## config.mk

```make
export PLATFORM = sky130hd
export DESIGN_NAME = llq_manager
export DESIGN_NICKNAME = d
export VERILOG_FILES = /design/src/rtl/lqm_pkg.sv /design/src/rtl/lqm_region_xlate.sv /design/src/rtl/lqm_datapath.sv /design/src/rtl/lqm_ctrl.sv /design/src/rtl/llq_manager.sv
export SDC_FILE = /design/constraint.sdc
export NUM_CORES = 1
export LEC_CHECK = 0
export ABC_AREA = 1
export BUFFER_PORTS_ARGS = -buffer_cell sky130_fd_sc_hd__buf_2
export CELL_PAD_IN_SITES_DETAIL_PLACEMENT = 1
export CELL_PAD_IN_SITES_GLOBAL_PLACEMENT = 1
export CORE_UTILIZATION = 40
export CTS_CLUSTER_DIAMETER = 30
export CTS_CLUSTER_SIZE = 12
export DETAILED_ROUTE_END_ITERATION = 16
export PLACE_DENSITY = 0.77
export SYNTH_ARGS = -nofsm -noshare
export SYNTH_HDL_FRONTEND = slang
export SYNTH_SLANG_ARGS = --single-unit
```

## constraint.sdc

```tcl
create_clock -name clk -period 10 [get_ports clk]
set_input_delay 2 -clock clk [delete_from_list [all_inputs] [get_ports clk]]
set_output_delay 2 -clock clk [all_outputs]
set_load 0.01 [all_outputs]
```

## src/rtl/lqm_pkg.sv

```systemverilog
package lqm_pkg;

  // Strobes passed from the control path to the link datapath each cycle
  typedef struct packed {
    logic popEn;   // a pop request was presented (response due next cycle)
    logic popHit;  // the pop targets a non-empty queue in range
    logic linkWe;  // write a next-link word into the linking RAM
  } lqmStrobe_t;

endpackage

```

## src/rtl/lqm_region_xlate.sv

```systemverilog
module lqm_region_xlate #(
  parameter int ADDR_W      = 32,
  parameter int IDX_W       = 5,
  parameter int NUM_REGIONS = 2,
  parameter logic [NUM_REGIONS*ADDR_W-1:0] REGION_BASE  = {32'h2000_0000, 32'h1000_0000},
  parameter logic [NUM_REGIONS*5-1:0]      REGION_LG    = {5'd7, 5'd6},
  parameter logic [NUM_REGIONS*16-1:0]     REGION_COUNT = {16'd16, 16'd16},
  parameter logic [NUM_REGIONS*16-1:0]     REGION_START = {16'd16, 16'd0}
) (
  input  logic [ADDR_W-1:0] pushAddr,
  output logic              pushHit,
  output logic [IDX_W-1:0]  pushIdx,
  input  logic [IDX_W-1:0]  popIdx,
  output logic [ADDR_W-1:0] popAddr
);

  logic [NUM_REGIONS-1:0] fwdHit;
  logic [NUM_REGIONS-1:0] invHit;
  logic [IDX_W-1:0]       fwdIdx  [NUM_REGIONS];
  logic [ADDR_W-1:0]      invAddr [NUM_REGIONS];

  for (genvar r = 0; r < NUM_REGIONS; r++) begin : gRegion
    localparam logic [ADDR_W-1:0] RBase  = REGION_BASE[r*ADDR_W +: ADDR_W];
    localparam int unsigned       RLg    = REGION_LG[r*5 +: 5];
    localparam logic [31:0]       RCount = 32'(REGION_COUNT[r*16 +: 16]);
    localparam logic [31:0]       RStart = 32'(REGION_START[r*16 +: 16]);

    logic [ADDR_W-1:0] slot;
    assign slot = (pushAddr - RBase) >> RLg;

    // address -> link index
    assign fwdHit[r] = (pushAddr >= RBase) && (32'(slot) < RCount);
    assign fwdIdx[r] = IDX_W'(32'(slot) + RStart);

    // link index -> descriptor address
    assign invHit[r]  = (32'(popIdx) >= RStart) && (32'(popIdx) < RStart + RCount);
    assign invAddr[r] = RBase + (ADDR_W'(32'(popIdx) - RStart) << RLg);
  end

  // lowest-numbered region has priority
  always_comb begin
    pushHit = 1'b0;
    pushIdx = '0;
    popAddr = '0;
    for (int r = NUM_REGIONS - 1; r >= 0; r--) begin
      if (fwdHit[r]) begin
        pushHit = 1'b1;
        pushIdx = fwdIdx[r];
      end
      if (invHit[r]) popAddr = invAddr[r];
    end
  end

endmodule

```

## src/rtl/lqm_datapath.sv

```systemverilog
module lqm_datapath
  import lqm_pkg::*;
#(
  parameter int ADDR_W      = 32,
  parameter int IDX_W       = 5,
  parameter int NUM_DESC    = 32,
  parameter int NUM_REGIONS = 2,
  parameter logic [NUM_REGIONS*ADDR_W-1:0] REGION_BASE  = {32'h2000_0000, 32'h1000_0000},
  parameter logic [NUM_REGIONS*5-1:0]      REGION_LG    = {5'd7, 5'd6},
  parameter logic [NUM_REGIONS*16-1:0]     REGION_COUNT = {16'd16, 16'd16},
  parameter logic [NUM_REGIONS*16-1:0]     REGION_START = {16'd16, 16'd0}
) (
  input  logic              clk,
  input  logic              rstN,
  input  lqmStrobe_t        strobes,
  input  logic [IDX_W-1:0]  popIdx,
  input  logic [IDX_W-1:0]  linkWaddr,
  input  logic [IDX_W-1:0]  linkWdata,
  input  logic [ADDR_W-1:0] pushAddr,
  output logic              pushHit,
  output logic [IDX_W-1:0]  pushIdx,
  output logic [IDX_W-1:0]  linkRdata,
  output logic              popRvalid,
  output logic [ADDR_W-1:0] popRdata
);

  logic [IDX_W-1:0]  linkRam [NUM_DESC];
  logic [ADDR_W-1:0] popAddr;

  lqm_region_xlate #(
    .ADDR_W      (ADDR_W),
    .IDX_W       (IDX_W),
    .NUM_REGIONS (NUM_REGIONS),
    .REGION_BASE (REGION_BASE),
    .REGION_LG   (REGION_LG),
    .REGION_COUNT(REGION_COUNT),
    .REGION_START(REGION_START)
  ) uXlate (
    .pushAddr(pushAddr),
    .pushHit (pushHit),
    .pushIdx (pushIdx),
    .popIdx  (popIdx),
    .popAddr (popAddr)
  );

  // successor of the head being popped
  assign linkRdata = linkRam[popIdx];

  always_ff @(posedge clk) begin
    if (strobes.linkWe) linkRam[linkWaddr] <= linkWdata;
  end

  always_ff @(posedge clk or negedge rstN) begin
    if (!rstN) begin
      popRvalid <= 1'b0;
      popRdata  <= '0;
    end else begin
      popRvalid <= strobes.popEn;
      popRdata  <= strobes.popHit ? popAddr : '0;
    end
  end

endmodule

```

## src/rtl/lqm_ctrl.sv

```systemverilog
module lqm_ctrl
  import lqm_pkg::*;
#(
  parameter int NUM_QUEUES = 8,
  parameter int QUEUE_BASE = 16,
  parameter int QNUM_W     = 8,
  parameter int IDX_W      = 5,
  parameter int CNT_W      = 6,
  localparam int QIDX_W    = $clog2(NUM_QUEUES)
) (
  input  logic              clk,
  input  logic              rstN,
  input  logic              pushValid,
  input  logic [QNUM_W-1:0] pushQueue,
  input  logic              pushHit,
  input  logic [IDX_W-1:0]  pushIdx,
  input  logic              popValid,
  input  logic [QNUM_W-1:0] popQueue,
  input  logic [IDX_W-1:0]  linkRdata,
  input  logic [QNUM_W-1:0] cntQueue,
  output lqmStrobe_t        strobes,
  output logic [IDX_W-1:0]  popIdx,
  output logic [IDX_W-1:0]  linkWaddr,
  output logic [IDX_W-1:0]  linkWdata,
  output logic [CNT_W-1:0]  cntValue
);

  localparam logic [QNUM_W:0] QLo = (QNUM_W+1)'(QUEUE_BASE);
  localparam logic [QNUM_W:0] QHi = (QNUM_W+1)'(QUEUE_BASE + NUM_QUEUES);

  logic [IDX_W-1:0]  head  [NUM_QUEUES];
  logic [IDX_W-1:0]  tail  [NUM_QUEUES];
  logic [CNT_W-1:0]  count [NUM_QUEUES];

  logic              pushIn, popIn, cntIn;
  logic [QIDX_W-1:0] pushQ, popQ, cntQ;
  logic              popOk, pushOk, sameQ;
  logic [CNT_W-1:0]  pushCntAfter;

  assign pushIn = ({1'b0, pushQueue} >= QLo) && ({1'b0, pushQueue} < QHi);
  assign popIn  = ({1'b0, popQueue}  >= QLo) && ({1'b0, popQueue}  < QHi);
  assign cntIn  = ({1'b0, cntQueue}  >= QLo) && ({1'b0, cntQueue}  < QHi);
  assign pushQ  = QIDX_W'(pushQueue - QNUM_W'(QUEUE_BASE));
  assign popQ   = QIDX_W'(popQueue  - QNUM_W'(QUEUE_BASE));
  assign cntQ   = QIDX_W'(cntQueue  - QNUM_W'(QUEUE_BASE));

  always_comb begin
    popOk        = popValid && popIn && (count[popQ] != '0);
    pushOk       = pushValid && pushIn && pushHit;
    sameQ        = popOk && (popQ == pushQ);
    // pop is applied before the push on a shared queue
    pushCntAfter = count[pushQ] - CNT_W'(sameQ);
    strobes.popEn  = popValid;
    strobes.popHit = popOk;
    strobes.linkWe = pushOk && (pushCntAfter != '0);
    linkWaddr      = tail[pushQ];
    linkWdata      = pushIdx;
    popIdx         = head[popQ];
    cntValue       = cntIn ? count[cntQ] : '0;
  end

  always_ff @(posedge clk or negedge rstN) begin
    if (!rstN) begin
      for (int q = 0; q < NUM_QUEUES; q++) begin
        head[q]  <= '0;
        tail[q]  <= '0;
        count[q] <= '0;
      end
    end else begin
      for (int q = 0; q < NUM_QUEUES; q++) begin
        if (popOk && popQ == QIDX_W'(q)) begin
          head[q]  <= linkRdata;
          count[q] <= count[q] - CNT_W'(1);
        end
        if (pushOk && pushQ == QIDX_W'(q)) begin
          if (pushCntAfter == '0) head[q] <= pushIdx;
          tail[q]  <= pushIdx;
          count[q] <= pushCntAfter + CNT_W'(1);
        end
      end
    end
  end

  AST_EMPTY_POP_HOLD: assert property (@(posedge clk) disable iff (!rstN)
    (popValid && popIn && count[popQ] == '0 && !(pushOk && pushQ == popQ))
      |=> count[$past(popQ)] == '0);

  AST_PUSH_COUNT: assert property (@(posedge clk) disable iff (!rstN)
    (pushOk && !sameQ) |=> count[$past(pushQ)] == $past(count[pushQ]) + CNT_W'(1));

  for (genvar g = 0; g < NUM_QUEUES; g++) begin : gStep
    AST_COUNT_STEP: assert property (@(posedge clk) disable iff (!rstN)
      1'b1 |=> (count[g] == $past(count[g])) ||
               (count[g] == $past(count[g]) + CNT_W'(1)) ||
               (count[g] + CNT_W'(1) == $past(count[g])));
  end

endmodule

```

## src/rtl/llq_manager.sv

```systemverilog
module llq_manager
  import lqm_pkg::*;
#(
  parameter int ADDR_W      = 32,
  parameter int NUM_QUEUES  = 8,
  parameter int QUEUE_BASE  = 16,
  parameter int QNUM_W      = 8,
  parameter int NUM_DESC    = 32,
  parameter int NUM_REGIONS = 2,
  parameter logic [NUM_REGIONS*ADDR_W-1:0] REGION_BASE  = {32'h2000_0000, 32'h1000_0000},
  parameter logic [NUM_REGIONS*5-1:0]      REGION_LG    = {5'd7, 5'd6},
  parameter logic [NUM_REGIONS*16-1:0]     REGION_COUNT = {16'd16, 16'd16},
  parameter logic [NUM_REGIONS*16-1:0]     REGION_START = {16'd16, 16'd0},
  localparam int IDX_W = $clog2(NUM_DESC),
  localparam int CNT_W = $clog2(NUM_DESC + 1)
) (
  input  logic              clk,
  input  logic              rstN,
  input  logic              pushValid,
  input  logic [QNUM_W-1:0] pushQueue,
  input  logic [ADDR_W-1:0] pushAddr,
  input  logic              popValid,
  input  logic [QNUM_W-1:0] popQueue,
  output logic              popRvalid,
  output logic [ADDR_W-1:0] popRdata,
  input  logic [QNUM_W-1:0] cntQueue,
  output logic [CNT_W-1:0]  cntValue
);

  lqmStrobe_t       strobes;
  logic [IDX_W-1:0] popIdx, linkWaddr, linkWdata, linkRdata, pushIdx;
  logic             pushHit;

  lqm_ctrl #(
    .NUM_QUEUES(NUM_QUEUES),
    .QUEUE_BASE(QUEUE_BASE),
    .QNUM_W    (QNUM_W),
    .IDX_W     (IDX_W),
    .CNT_W     (CNT_W)
  ) uCtrl (
    .clk      (clk),
    .rstN     (rstN),
    .pushValid(pushValid),
    .pushQueue(pushQueue),
    .pushHit  (pushHit),
    .pushIdx  (pushIdx),
    .popValid (popValid),
    .popQueue (popQueue),
    .linkRdata(linkRdata),
    .cntQueue (cntQueue),
    .strobes  (strobes),
    .popIdx   (popIdx),
    .linkWaddr(linkWaddr),
    .linkWdata(linkWdata),
    .cntValue (cntValue)
  );

  lqm_datapath #(
    .ADDR_W      (ADDR_W),
    .IDX_W       (IDX_W),
    .NUM_DESC    (NUM_DESC),
    .NUM_REGIONS (NUM_REGIONS),
    .REGION_BASE (REGION_BASE),
    .REGION_LG   (REGION_LG),
    .REGION_COUNT(REGION_COUNT),
    .REGION_START(REGION_START)
  ) uData (
    .clk      (clk),
    .rstN     (rstN),
    .strobes  (strobes),
    .popIdx   (popIdx),
    .linkWaddr(linkWaddr),
    .linkWdata(linkWdata),
    .pushAddr (pushAddr),
    .pushHit  (pushHit),
    .pushIdx  (pushIdx),
    .linkRdata(linkRdata),
    .popRvalid(popRvalid),
    .popRdata (popRdata)
  );

  localparam logic [QNUM_W:0] QLo = (QNUM_W+1)'(QUEUE_BASE);
  localparam logic [QNUM_W:0] QHi = (QNUM_W+1)'(QUEUE_BASE + NUM_QUEUES);

  AST_POP_RESP: assert property (@(posedge clk) disable iff (!rstN)
    popValid |=> popRvalid);

  AST_EMPTY_ZERO: assert property (@(posedge clk) disable iff (!rstN)
    (popValid && cntQueue == popQueue && cntValue == '0) |=> popRdata == '0);

  AST_RANGE_POP_ZERO: assert property (@(posedge clk) disable iff (!rstN)
    (popValid && !(({1'b0, popQueue} >= QLo) && ({1'b0, popQueue} < QHi)))
      |=> popRdata == '0);

endmodule

```

==> out/results.md <==
| Quantity | Value | Unit |
| --- | --- | --- |
| Die Width | 208 | um |
| Crit path max fanout | 13 | - |
| Cell at the slowest stage of the critical path | sky130_fd_sc_hd__a21boi_2 | - |
| Via density | 5.60 | - |
| Tightest Hold Check Type | register to register | - |
| Setup repair after global routing missed its margin | no | - |
| Count of different cell masters after synthesis | 59 | - |
| Routability congestion estimate from global placement | 0.912 | - |
| Residual DRC count | 0 | - |
| Cells after Synth | 2030 | - |
| R2R cell count | 17 | - |
| Full die area | 0.0431 | mm^2 |
| Proportion of register bits with asynchronous set or reset after synthesis | 0.461 | - |
| Max_cap viols | 0 | - |
| Total number of vias | 15200 | - |
| Number of iterations in the first detailed-routing pass | 5 | - |
| Min cycle time layout | 6.34 | ns |
| Cell-by-cell trace of the critical path | buf_2, nand2_2, inv_1, o21ai_1, o21ai_0, nor2_1, a21boi_2, nand2_1, nor4_1, ha_1, ha_1, inv_1, nor2_1, nand3_2, nor2_8, nand2_4, nand2_4, nor2_4, nand2_4, nor2_1 | - |
| Status | finished clean | - |
| # hold bufs at CTS | 0 | - |
| Placed wire-length estimate after detailed placement | 37100 | um |
| Largest stage delay, worst path | 0.54 | ns |
| Actual slew at the worst max-slew pin | 1.16 | ns |
| Detail Route Antenna Nets | 0 | - |
| Global-route wire length before repair | 90100 | um |
| Total count of hold-check failures in the final report | 0 | - |
| CTS tree | built | - |
| I/O pin total | 99 | - |
| Growth of design area from synthesis to finish | 19.6 | % |
| Worst setup path class | input port to register | - |
| Placeable core region | 0.0413 | mm^2 |
| Leakage power | 9.08 | nW |
| Startpoint class of the critical path | input port | - |
| Insertion delay to the later sink of the worst-skew pair | 0.62 | ns |
| Layout cell share with drive strength beyond 1 | 0.163 | - |
| Number of flip-flops and latches in the synthesized netlist | 297 | - |
| Capture endpoint of the worst hold path | uCtrl.tail[31] | - |
| Sequential Area | 0.00823 | mm^2 |
| Port Buffers | 84 | - |
| TritonCTS buffer count | 77 | - |
| Power per cell area | 203 | mW/mm^2 |
| Global route total overflow | 0 | - |
| Count of routing violations after the opening detailed-route iteration | 1124 | - |
| Area of combinational cells with multiple inputs | 0.00727 | mm^2 |
| Fin util | 0.490 | - |
| Worst flop-to-flop path startpoint | uCtrl.count[12] | - |
| Post-detailed-route wirelength per cell | 21.2 | um |
| Overall Global Routing Usage | 0.271 | - |
| Initial core utilization | 0.410 | - |
| Post-CTS setup buffers | 0 | - |
| Warnings, synthesis | 0 | - |
| Worst vdd ir | 0.111 | mV |
| Post-synthesis instance area | 0.0169 | mm^2 |
| Final count of pins violating max slew | 0 | - |
| Final-stage net count | 2183 | - |
| Worst Path Required | 10.23 | ns |
| Largest net degree at the start of global routing | 82 | - |
| Per-instance average area after synthesis | 8.34 | um^2 |
| Layout fillers | 4867 | - |
| Period Utilization, post-route | 0.634 | - |
| Number of endpoints failing setup at the final stage | 0 | - |
| Clock edge transition at the registers on the reported setup and hold paths | 0.04 | ns |
| Headroom to the max-slew limit | 0.224 | - |
| Endpoint of the worst register-to-register path | uData.linkRam[16][3] | - |
| Clock buffer depth | 3 | - |
| Ys flop type | sky130_fd_sc_hd__edfxtp_1 | - |
| Total negative setup slack | 0 | ns |
| CTS H-tree depth | 3 | - |
| Diode insertion count for antenna repair | 0 | - |
| Total Routed Length | 57300 | um |
| Min-Delay Startpoint | uCtrl.tail[31] | - |
| Clk sink count | 297 | - |
| Register-to-Register Setup Slack | 4.99 | ns |
| Number of cells in the design after placement | 2562 | - |
| Antenna violations before repair | 0 | - |
| Y dimension of the die | 208 | um |
| Critical Path End Type | register | - |
| Total power consumption of the routed design | 4.11 | mW |
| Via count of the first global-routing pass | 15900 | - |
| F_max | 158 | MHz |
| Crit path arrival time | 6.57 | ns |
| Final Skew | 0.0417 | ns |
| EDFF count, synth | 160 | - |
| Site row count | 74 | - |
| Post_cts resized | 0 | - |
| Cell depth of the worst min-delay path | 2 | - |
| Register area share after synthesis | 0.486 | - |
| Final standard cell count with taps included and fillers excluded | 2705 | - |
| Cell at the root of the clock tree | sky130_fd_sc_hd__clkbuf_16 | - |
[through the flow]
step | instance area, um^2 | setup slack (ns) | hold WS, ns
floorplan | 17000 | 4.68 | 0.452
global placement | 17600 | 3.37 | 0.466
detailed placement | 17600 | 3.16 | 0.475
CTS | 20200 | 3.73 | 0.489
global route | 20200 | 3.30 | 0.504
finish | 20200 | 3.66 | 0.487
[power breakdown]
part / leakage, nW / switching [mW] / internal [mW]
Sequential: 3.28 / 0.0154 / 1.30
Combinational: 4.52 / 0.203 / 0.0803
Clock: 1.28 / 0.810 / 1.70
[logic make-up after synthesis]
family,Yosys count,synth area share
flops,297,0.486
xor+xnor,38,0.0201
other cells,1,0.000222
compound gates,226,0.0869
simple gates,1114,0.307
buf+inv,340,0.0888
fa+ha+maj,14,0.0103
[critical path: cells and delay by family]
kind,cells,cell delay [ns]
fa+ha+maj,2,0.81
compound gates,3,0.85
simple gates,12,2.10
buf+inv,3,0.76
[flip-flops by register name (all words and copies together) (netlist names)]
signal and flops:
uData.linkRam 160, uCtrl.count 48, uCtrl.head 40, uCtrl.tail 40, uData.popRdata 8, uData.popRvalid 1
[final cells by class]
type | count | share of cell area
inverters | 232 | 0.0433
clock buffers | 96 | 0.102
multi-input cells | 1401 | 0.359
well taps | 532 | 0.0329
repair buffers | 100 | 0.0270
flip-flops and latches | 297 | 0.407
clock inverters | 47 | 0.0296
[layout by cell type (no fill, tap or decap), types with 36 or more instances in the layout]
cell type                   count
sky130_fd_sc_hd__nand2_1      510
sky130_fd_sc_hd__nand3_1      317
sky130_fd_sc_hd__inv_1        215
sky130_fd_sc_hd__edfxtp_1     160
sky130_fd_sc_hd__nor2_1       159
sky130_fd_sc_hd__dfrtp_1      137
sky130_fd_sc_hd__buf_2         83
sky130_fd_sc_hd__clkbuf_16     77
sky130_fd_sc_hd__o21ai_0       66
sky130_fd_sc_hd__a21oi_2       41
sky130_fd_sc_hd__a21oi_1       36
[cells in the mapped netlist, types with 10 or more instances]
cell type,n,share of area
sky130_fd_sc_hd__o21ai_1,11,0.0033
sky130_fd_sc_hd__inv_2,12,0.0027
sky130_fd_sc_hd__nand3b_1,25,0.011
sky130_fd_sc_hd__a21oi_2,41,0.021
sky130_fd_sc_hd__nand2_1,510,0.11
sky130_fd_sc_hd__buf_2,48,0.014
sky130_fd_sc_hd__nor2_1,159,0.035
sky130_fd_sc_hd__o21ai_0,66,0.020
sky130_fd_sc_hd__dfrtp_1,137,0.20
sky130_fd_sc_hd__nand3_2,18,0.011
sky130_fd_sc_hd__o211ai_1,13,0.0058
sky130_fd_sc_hd__a22oi_1,21,0.0093
sky130_fd_sc_hd__nand3_1,317,0.094
sky130_fd_sc_hd__buf_4,28,0.012
sky130_fd_sc_hd__edfxtp_1,160,0.28
sky130_fd_sc_hd__clkbuf_1,21,0.0047
sky130_fd_sc_hd__nor3_1,10,0.0030
sky130_fd_sc_hd__xor2_1,35,0.018
sky130_fd_sc_hd__nand4_1,19,0.0070
sky130_fd_sc_hd__inv_1,215,0.048
sky130_fd_sc_hd__nor2_2,13,0.0048
sky130_fd_sc_hd__o22ai_1,13,0.0048
sky130_fd_sc_hd__a21oi_1,36,0.011
sky130_fd_sc_hd__ha_1,14,0.010
[worst max-delay path by stage]
stage / end / start / slack, ns / cells after the start
floorplan: uData.linkRam[11][0] / popQueue[1] / 4.68 / 24
global placement: uData.linkRam[27][1] / popQueue[0] / 3.37 / 20
detailed placement: uData.linkRam[23][0] / popQueue[0] / 3.16 / 21
CTS: uData.linkRam[16][3] / popQueue[0] / 3.73 / 20
global route: uData.linkRam[16][3] / popQueue[0] / 3.30 / 21
finish: uData.linkRam[16][3] / popQueue[0] / 3.66 / 20
[per-layer routing]
layer,global-route usage,part of all wire
met2,0.449,0.48
met5,0,0
met1,0.346,0.42
met4,0.133,0.043
met3,0.0410,0.057
(Power assumes the default switching activity.)
